===== src/rtl/bg_pkg.sv =====
package bg_pkg;

  // Count source selection codes; unlisted codes yield no ticks.
  typedef enum logic [2:0] {
    BG_SRC_SYS    = 3'd0,
    BG_SRC_DIV4   = 3'd1,
    BG_SRC_DIV12  = 3'd2,
    BG_SRC_DIV48  = 3'd3,
    BG_SRC_EXTOSC = 3'd4,
    BG_SRC_PIN    = 3'd5
  } bg_src_e;

  localparam int unsigned BG_NUM_SYS_DIV = 3;

endpackage


===== src/rtl/bg_prescale.sv =====
module bg_prescale #(
  parameter int unsigned DIV = 4
) (
  input  logic clk_i,
  input  logic rst_ni,
  input  logic inc_i,
  output logic tick_o
);

  localparam int unsigned CW = (DIV > 1) ? $clog2(DIV) : 1;
  localparam logic [CW-1:0] LAST = CW'(DIV - 1);

  logic [CW-1:0] cnt_q, cnt_d;
  logic          at_last;

  assign at_last = (cnt_q == LAST);
  assign tick_o  = inc_i & at_last;

  always_comb begin
    cnt_d = cnt_q;
    if (inc_i) begin
      cnt_d = at_last ? '0 : cnt_q + 1'b1;
    end
  end

  always_ff @(posedge clk_i or negedge rst_ni) begin
    if (!rst_ni) cnt_q <= '0;
    else         cnt_q <= cnt_d;
  end

  generate
    if (DIV > 1) begin : g_chk
      // a divided source never strobes on two adjacent cycles
      assert_prescale_gap_R5: assert property (@(posedge clk_i) disable iff (!rst_ni)
        tick_o |=> !tick_o);
    end
  endgenerate

endmodule


===== src/rtl/bg_edge_sync.sv =====
module bg_edge_sync (
  input  logic clk_i,
  input  logic rst_ni,
  input  logic pin_i,
  output logic rise_o
);

  logic [2:0] sh_q, sh_d;

  always_comb sh_d = {sh_q[1:0], pin_i};

  always_ff @(posedge clk_i or negedge rst_ni) begin
    if (!rst_ni) sh_q <= '0;
    else         sh_q <= sh_d;
  end

  assign rise_o = sh_q[1] & ~sh_q[2];

  // an edge strobe is one cycle wide
  assert_pin_strobe_R5: assert property (@(posedge clk_i) disable iff (!rst_ni)
    rise_o |=> !rise_o);

endmodule


===== src/rtl/bg_src_sel.sv =====
module bg_src_sel
  import bg_pkg::*;
#(
  parameter int unsigned DIV_A   = 4,
  parameter int unsigned DIV_B   = 12,
  parameter int unsigned DIV_C   = 48,
  parameter int unsigned DIV_EXT = 8
) (
  input  logic       clk_i,
  input  logic       rst_ni,
  input  logic [2:0] sel_i,
  input  logic       ext_osc_tick_i,
  input  logic       ext_cnt_i,
  output logic       tick_o
);

  logic [BG_NUM_SYS_DIV-1:0] sys_tick;
  logic                      ext_tick;
  logic                      pin_tick;

  for (genvar i = 0; i < BG_NUM_SYS_DIV; i++) begin : g_sys
    localparam int unsigned D = (i == 0) ? DIV_A : (i == 1) ? DIV_B : DIV_C;
    bg_prescale #(.DIV(D)) u_pre (
      .clk_i  (clk_i),
      .rst_ni (rst_ni),
      .inc_i  (1'b1),
      .tick_o (sys_tick[i])
    );
  end

  bg_prescale #(.DIV(DIV_EXT)) u_ext (
    .clk_i  (clk_i),
    .rst_ni (rst_ni),
    .inc_i  (ext_osc_tick_i),
    .tick_o (ext_tick)
  );

  bg_edge_sync u_pin (
    .clk_i  (clk_i),
    .rst_ni (rst_ni),
    .pin_i  (ext_cnt_i),
    .rise_o (pin_tick)
  );

  always_comb begin
    case (bg_src_e'(sel_i))
      BG_SRC_SYS:    tick_o = 1'b1;
      BG_SRC_DIV4:   tick_o = sys_tick[0];
      BG_SRC_DIV12:  tick_o = sys_tick[1];
      BG_SRC_DIV48:  tick_o = sys_tick[2];
      BG_SRC_EXTOSC: tick_o = ext_tick;
      BG_SRC_PIN:    tick_o = pin_tick;
      default:       tick_o = 1'b0;
    endcase
  end

  // unassigned select codes never advance the timer
  assert_no_tick_unused_R5: assert property (@(posedge clk_i) disable iff (!rst_ni)
    (sel_i > 3'd5) |-> !tick_o);

endmodule


===== src/rtl/bg_rate_cnt.sv =====
module bg_rate_cnt #(
  parameter int unsigned CNT_W = 8
) (
  input  logic             clk_i,
  input  logic             rst_ni,
  input  logic             en_i,
  input  logic             tick_i,
  input  logic             force_i,
  input  logic [CNT_W-1:0] reload_i,
  output logic             bit_en_o
);

  localparam logic [CNT_W-1:0] CNT_MAX = '1;

  logic [CNT_W-1:0] cnt_q, cnt_d;
  logic             half_q, half_d;
  logic             pulse_q, pulse_d;

  always_comb begin
    cnt_d   = cnt_q;
    half_d  = half_q;
    pulse_d = 1'b0;
    if (en_i) begin
      if (force_i) begin
        cnt_d  = reload_i;
        half_d = 1'b0;
      end else if (tick_i) begin
        if (cnt_q == CNT_MAX) begin
          cnt_d   = reload_i;
          half_d  = ~half_q;
          pulse_d = half_q;
        end else begin
          cnt_d = cnt_q + 1'b1;
        end
      end
    end
  end

  always_ff @(posedge clk_i or negedge rst_ni) begin
    if (!rst_ni) begin
      cnt_q   <= '0;
      half_q  <= 1'b0;
      pulse_q <= 1'b0;
    end else begin
      cnt_q   <= cnt_d;
      half_q  <= half_d;
      pulse_q <= pulse_d;
    end
  end

  assign bit_en_o = pulse_q;

  // a tick below the top value advances the count by one
  assert_count_step_R2: assert property (@(posedge clk_i) disable iff (!rst_ni)
    (en_i && tick_i && !force_i && cnt_q != CNT_MAX) |=> (cnt_q == CNT_W'($past(cnt_q) + 1'b1)));

  // enables are single-cycle pulses
  assert_pulse_width_R2: assert property (@(posedge clk_i) disable iff (!rst_ni)
    bit_en_o |=> !bit_en_o);

  // the overflow reloads whatever value is present at that moment
  assert_reload_on_ovf_R7: assert property (@(posedge clk_i) disable iff (!rst_ni)
    (en_i && tick_i && !force_i && cnt_q == CNT_MAX) |=> (cnt_q == $past(reload_i)));

  // disabled counters keep their state
  assert_hold_when_off_R6: assert property (@(posedge clk_i) disable iff (!rst_ni)
    !en_i |=> ($stable(cnt_q) && $stable(half_q)));

  // a forced reload suppresses any enable on the next cycle
  assert_force_quiet_R4: assert property (@(posedge clk_i) disable iff (!rst_ni)
    (en_i && force_i) |=> !bit_en_o);

endmodule


===== src/rtl/baud_gen_dual.sv =====
module baud_gen_dual #(
  parameter int unsigned CNT_W   = 8,
  parameter int unsigned DIV_A   = 4,
  parameter int unsigned DIV_B   = 12,
  parameter int unsigned DIV_C   = 48,
  parameter int unsigned DIV_EXT = 8
) (
  input  logic             clk_i,
  input  logic             rst_ni,
  input  logic             en_i,
  input  logic [2:0]       src_sel_i,
  input  logic [CNT_W-1:0] reload_i,
  input  logic             ext_osc_tick_i,
  input  logic             ext_cnt_i,
  input  logic             rx_start_i,
  output logic             tx_bit_en_o,
  output logic             rx_bit_en_o
);

  logic [1:0] rst_sync_q;
  logic       rst_n;
  logic       tick;

  always_ff @(posedge clk_i or negedge rst_ni) begin
    if (!rst_ni) rst_sync_q <= 2'b00;
    else         rst_sync_q <= {rst_sync_q[0], 1'b1};
  end
  assign rst_n = rst_sync_q[1];

  bg_src_sel #(
    .DIV_A   (DIV_A),
    .DIV_B   (DIV_B),
    .DIV_C   (DIV_C),
    .DIV_EXT (DIV_EXT)
  ) u_src (
    .clk_i          (clk_i),
    .rst_ni         (rst_n),
    .sel_i          (src_sel_i),
    .ext_osc_tick_i (ext_osc_tick_i),
    .ext_cnt_i      (ext_cnt_i),
    .tick_o         (tick)
  );

  bg_rate_cnt #(.CNT_W(CNT_W)) u_tx_cnt (
    .clk_i    (clk_i),
    .rst_ni   (rst_n),
    .en_i     (en_i),
    .tick_i   (tick),
    .force_i  (1'b0),
    .reload_i (reload_i),
    .bit_en_o (tx_bit_en_o)
  );

  bg_rate_cnt #(.CNT_W(CNT_W)) u_rx_cnt (
    .clk_i    (clk_i),
    .rst_ni   (rst_n),
    .en_i     (en_i),
    .tick_i   (tick),
    .force_i  (rx_start_i),
    .reload_i (reload_i),
    .bit_en_o (rx_bit_en_o)
  );

  // a cycle with the timer off is followed by no enable on either side
  assert_off_quiet_R6: assert property (@(posedge clk_i) disable iff (!rst_n)
    !en_i |=> (!tx_bit_en_o && !rx_bit_en_o));

  // both enables are low while the internal reset is held
  always_comb begin
    if (!rst_n) assert_reset_low_R1: assert (!tx_bit_en_o && !rx_bit_en_o);
  end

endmodule


===== config.mk =====
export PLATFORM = sky130hd
export DESIGN_NAME = baud_gen_dual
export DESIGN_NICKNAME = d
export VERILOG_FILES = /design/src/rtl/bg_pkg.sv /design/src/rtl/bg_prescale.sv /design/src/rtl/bg_edge_sync.sv /design/src/rtl/bg_src_sel.sv /design/src/rtl/bg_rate_cnt.sv /design/src/rtl/baud_gen_dual.sv
export SDC_FILE = /design/constraint.sdc
export NUM_CORES = 1
export LEC_CHECK = 0
export ABC_AREA = 1
export BUFFER_PORTS_ARGS = -buffer_cell sky130_fd_sc_hd__buf_2
export CORE_UTILIZATION = 45
export DETAILED_ROUTE_END_ITERATION = 6
export PLACE_DENSITY_LB_ADDON = 0.05
export SYNTH_ARGS = -nofsm -noshare
export SYNTH_HDL_FRONTEND = slang
export SYNTH_SLANG_ARGS = --single-unit

===== constraint.sdc =====
create_clock -name clk_i -period 1.35 [get_ports clk_i]
set_input_delay 0.0675 -clock clk_i [delete_from_list [all_inputs] [get_ports clk_i]]
set_output_delay 0.0675 -clock clk_i [all_outputs]
set_load 0.02 [all_outputs]

==> out/metrics.yaml <==
critical_path:
  timing.critical_path.from_type: "register"
  worstSetupEndpointType: "register"
  timing_worst_setup_path_type: "reg2reg"
  crit_fanout: 6
  required_ps: 1580
  crit_arrival_ps: 1840
floorplan:
  fp-row-count: 24
  start_util: 0.466
  dieArea_sq_um: 4780
  die_y_extent_um: 69.2
  top_level_ports: 19
  die_width_um: 69.2
  design.core.area_sq_um: 4350
routing:
  wl_per_cell_um: 11.5
  via_count: 1737
  initialDrtViolationCount: 105
  antenna_violation_net_count_after_detailed_routing: 0
  drc: 0
  drtPass1Iterations: 4
  detail_route.vias_per_cell: 4.73
  wirelength_mm: 4.23
cells_and_area:
  final_net_count: 338
  area.growth.synth_to_final_pct: 36.4
  area.sequential_sq_um: 1000
  combined_area_of_the_multi_input_logic_cells_sq_um: 1040
  post_route_cells_drive_above_1_share: 0.333
  post_layout_nonfiller_instances: 367
  filler_cells: 384
  fin_util: 0.636
  antennaDiodeCount: 0
yosys:
  post_synth_main_area_contributors: "dfrtp_1, nand2_1, nand3_1"
  avg_inst_size_synth_sq_um: 8.22
  synth-adder-area-share: 0.0432
  synth_area_sq_um: 2030
  yosys.area_share.simple: 0.276
  yosys_warnings: 0
  synth-xor-area-share: 0.0345
  synth_top_area_frac: 0.493
  synth_compound_gate_area_share: 0.0851
  synth-seq-cells: 40
  yosys.cell_types.count: 27
  share_of_the_yosys_chip_area_belonging_to_registers: 0.493
  netlist_instances: 247
  synthMuxAreaShare: 0.00555
  largest_family_of_logic_cells_by_synthesized_area: "simple AND/OR/NAND/NOR gates"
  synth.net_count: 271
  synth_area_leader_cell: "dfrtp_1"
timing:
  slew_viol_final: 0
  final_period_minus_worst_setup_slack_ps: 1610
  grt_setup_unrepaired: "yes"
  timing.final.setup_violations: 20
  fin_ws_ps: -259
  max_clock_freq_mhz: 622
  hold_ws_ps: 36.3
  timing_hold_violations_final: 0
  timing.final.crit_share: 1.19
  clock_skew_ps: 4.56
cts:
  clock_insertion_delay_worst_skew_ps: 290
  ctsRootBufferMaster: "clkbuf_8"
  cts_htree_levels: 2
  cts_made_buffers: 5
  clock-sinks: 40
  cts_tree: "built"
  clkSlewWorstSetupHoldPaths_ps: 80
  ctsLongestPathBuffers: 2
global_routing:
  largest_net_degree_at_the_start_of_global_routing: 39
  antenna_violations_before_repair: 0
  gr-total-overflow: 0
  via_count_of_the_first_global_routing_pass: 1637
  globalRouteTotalUtil: 0.194
  grt_pass1_wl_mm: 7.30
power:
  tot_pwr_mw: 3.40
  power_density_nw_per_um2: 1230
  leakage_nw: 1.43
  max-vdd-ir-drop_mv: 0.929
placement:
  buffer_ports.inserted: 18
  dp_hpwl_mm: 3.00
  routabilityCongestion: 0.741
  place.detailed.instances: 353
run_status:
  violations: "setup timing"
  run_status: "finished with violations"
min_path:
  worst_hold_path_type: "in2reg"
run:
  maximum_capacitance_violations: 0
==> cells in the mapped netlist <==
cell type / n
nand3_2: 1
nand2_2: 3
dfrtp_1: 40
nand2_4: 1
xnor2_1: 2
o21bai_1: 1
o21ai_1: 1
o21ai_0: 18
nor2_2: 2
nand2_1: 74
nand3_1: 24
nor3_1: 2
conb_1: 1
nor3_2: 1
inv_2: 1
nand3b_1: 1
xor2_1: 6
a21oi_1: 8
o211ai_1: 1
o22ai_1: 1
a21oi_4: 1
ha_1: 7
nor2_1: 20
inv_1: 26
buf_6: 2
mux2_2: 1
or2_0: 1
==> worst max-delay path, cell delays in order, from the launching register on <==
cell and delay (ps):
dfrtp_1 370, ha_2 200, ha_4 130, nand2_2 50, nand2_2 60, nand2_1 50, nand3_1 70, nand2_2 90
a21oi_4 210, buf_12 150, o211ai_1 80, nand2_1 80
==> worst paths after layout <==
kind | startpoint | to | slack [ps] | cells past startpoint
worst min register to register | rst_sync_q[1] | u_tx_cnt.bit_en_o | 290 | 1
worst max-delay path | u_src.u_ext.cnt_q[1] | u_tx_cnt.cnt_q[1] | -260 | 11
max in group asynchronous | rst_sync_q[1] | u_src.g_sys[1].u_pre.cnt_q[3] | 730 | 1
min in group asynchronous | rst_ni | rst_sync_q[0] | 80 | 2
worst max register to register | u_src.u_ext.cnt_q[1] | u_tx_cnt.cnt_q[1] | -260 | 11
worst min-delay path | ext_osc_tick_i | u_src.u_ext.cnt_q[0] | 40 | 2
==> report_power, final <==
part / switching [mW] / internal, mW
combinational: 0.464 / 0.481
sequential: 0.118 / 1.37
clock: 0.421 / 0.547
total: 1.00 / 2.40
==> cells by family (layout without fill, tap and decap cells) <==
logic type,after synthesis,after routing
and+or+nand+nor,130,131
DFF,40,40
AOI/OAI and AO/OA,31,31
buffers and inverters,29,96
xor gates and xnor gates,8,8
adders and majority gates,7,7
other,1,1
muxes,1,1
==> timing repair <==
item / CTS / global route
resized for setup: 10 / 16
cloned: 0 / 1
endpoints found under the setup margin: 20 / 20
hold buffers: 2 / 0
hold endpoints to repair: 3 / 0
setup buffers: 3 / 0
pin swaps: 3 / 7
==> through the flow <==
step	setup WS [ps]	cell area [sq um]	TNS, ps
after floorplan	-118	2080	-1660
after global placement	-244	2520	-3840
after detailed placement	-276	2520	-4150
after CTS	-244	2710	-4150
after global routing	-369	2770	-6160
final	-259	2770	-4350
==> area by class of cell <==
type,instances,area share
multi-input combinational,179,0.376
sequential,40,0.362
timing repair buffer,61,0.161
inverter,27,0.0375
clock buffer,5,0.0249
tap,52,0.0235
clock inverter,3,0.0154
==> flip-flops by register name (all words and copies together), names as in the netlist <==
name                     cells
u_src.g_sys.u_pre.cnt_q     12
u_rx_cnt.cnt_q               8
u_tx_cnt.cnt_q               8
u_src.u_ext.cnt_q            3
u_src.u_pin.sh_q             3
rst_sync_q                   2
u_rx_cnt.bit_en_o            1
u_rx_cnt.half_q              1
u_tx_cnt.bit_en_o            1
u_tx_cnt.half_q              1
==> placed cells by master (no fill, tap or decap), types with 3 or more instances in the layout <==
master,Yosys,routed
nand2_1,74,62
nand3_1,24,21
buf_4,0,38
nand2_2,3,13
clkbuf_8,0,5
ha_1,7,3
buf_2,0,18
a21oi_1,8,8
nand3_2,1,4
xor2_1,6,6
o21ai_1,1,3
inv_1,26,25
ha_2,0,3
nor2_2,2,4
o21ai_0,18,14
dfrtp_1,40,40
nor2_1,20,17
==> layer usage <==
metal / up-vias / track usage / part of all wire
li1: 918 / - / -
met5: - / 0 / 0
met1: 791 / 0.272 / 0.48
met4: 0 / 0.0816 / 0.021
met2: 20 / 0.287 / 0.47
met3: 8 / 0.0482 / 0.028
No activity file was read; power rests on OpenSTA's default activity.
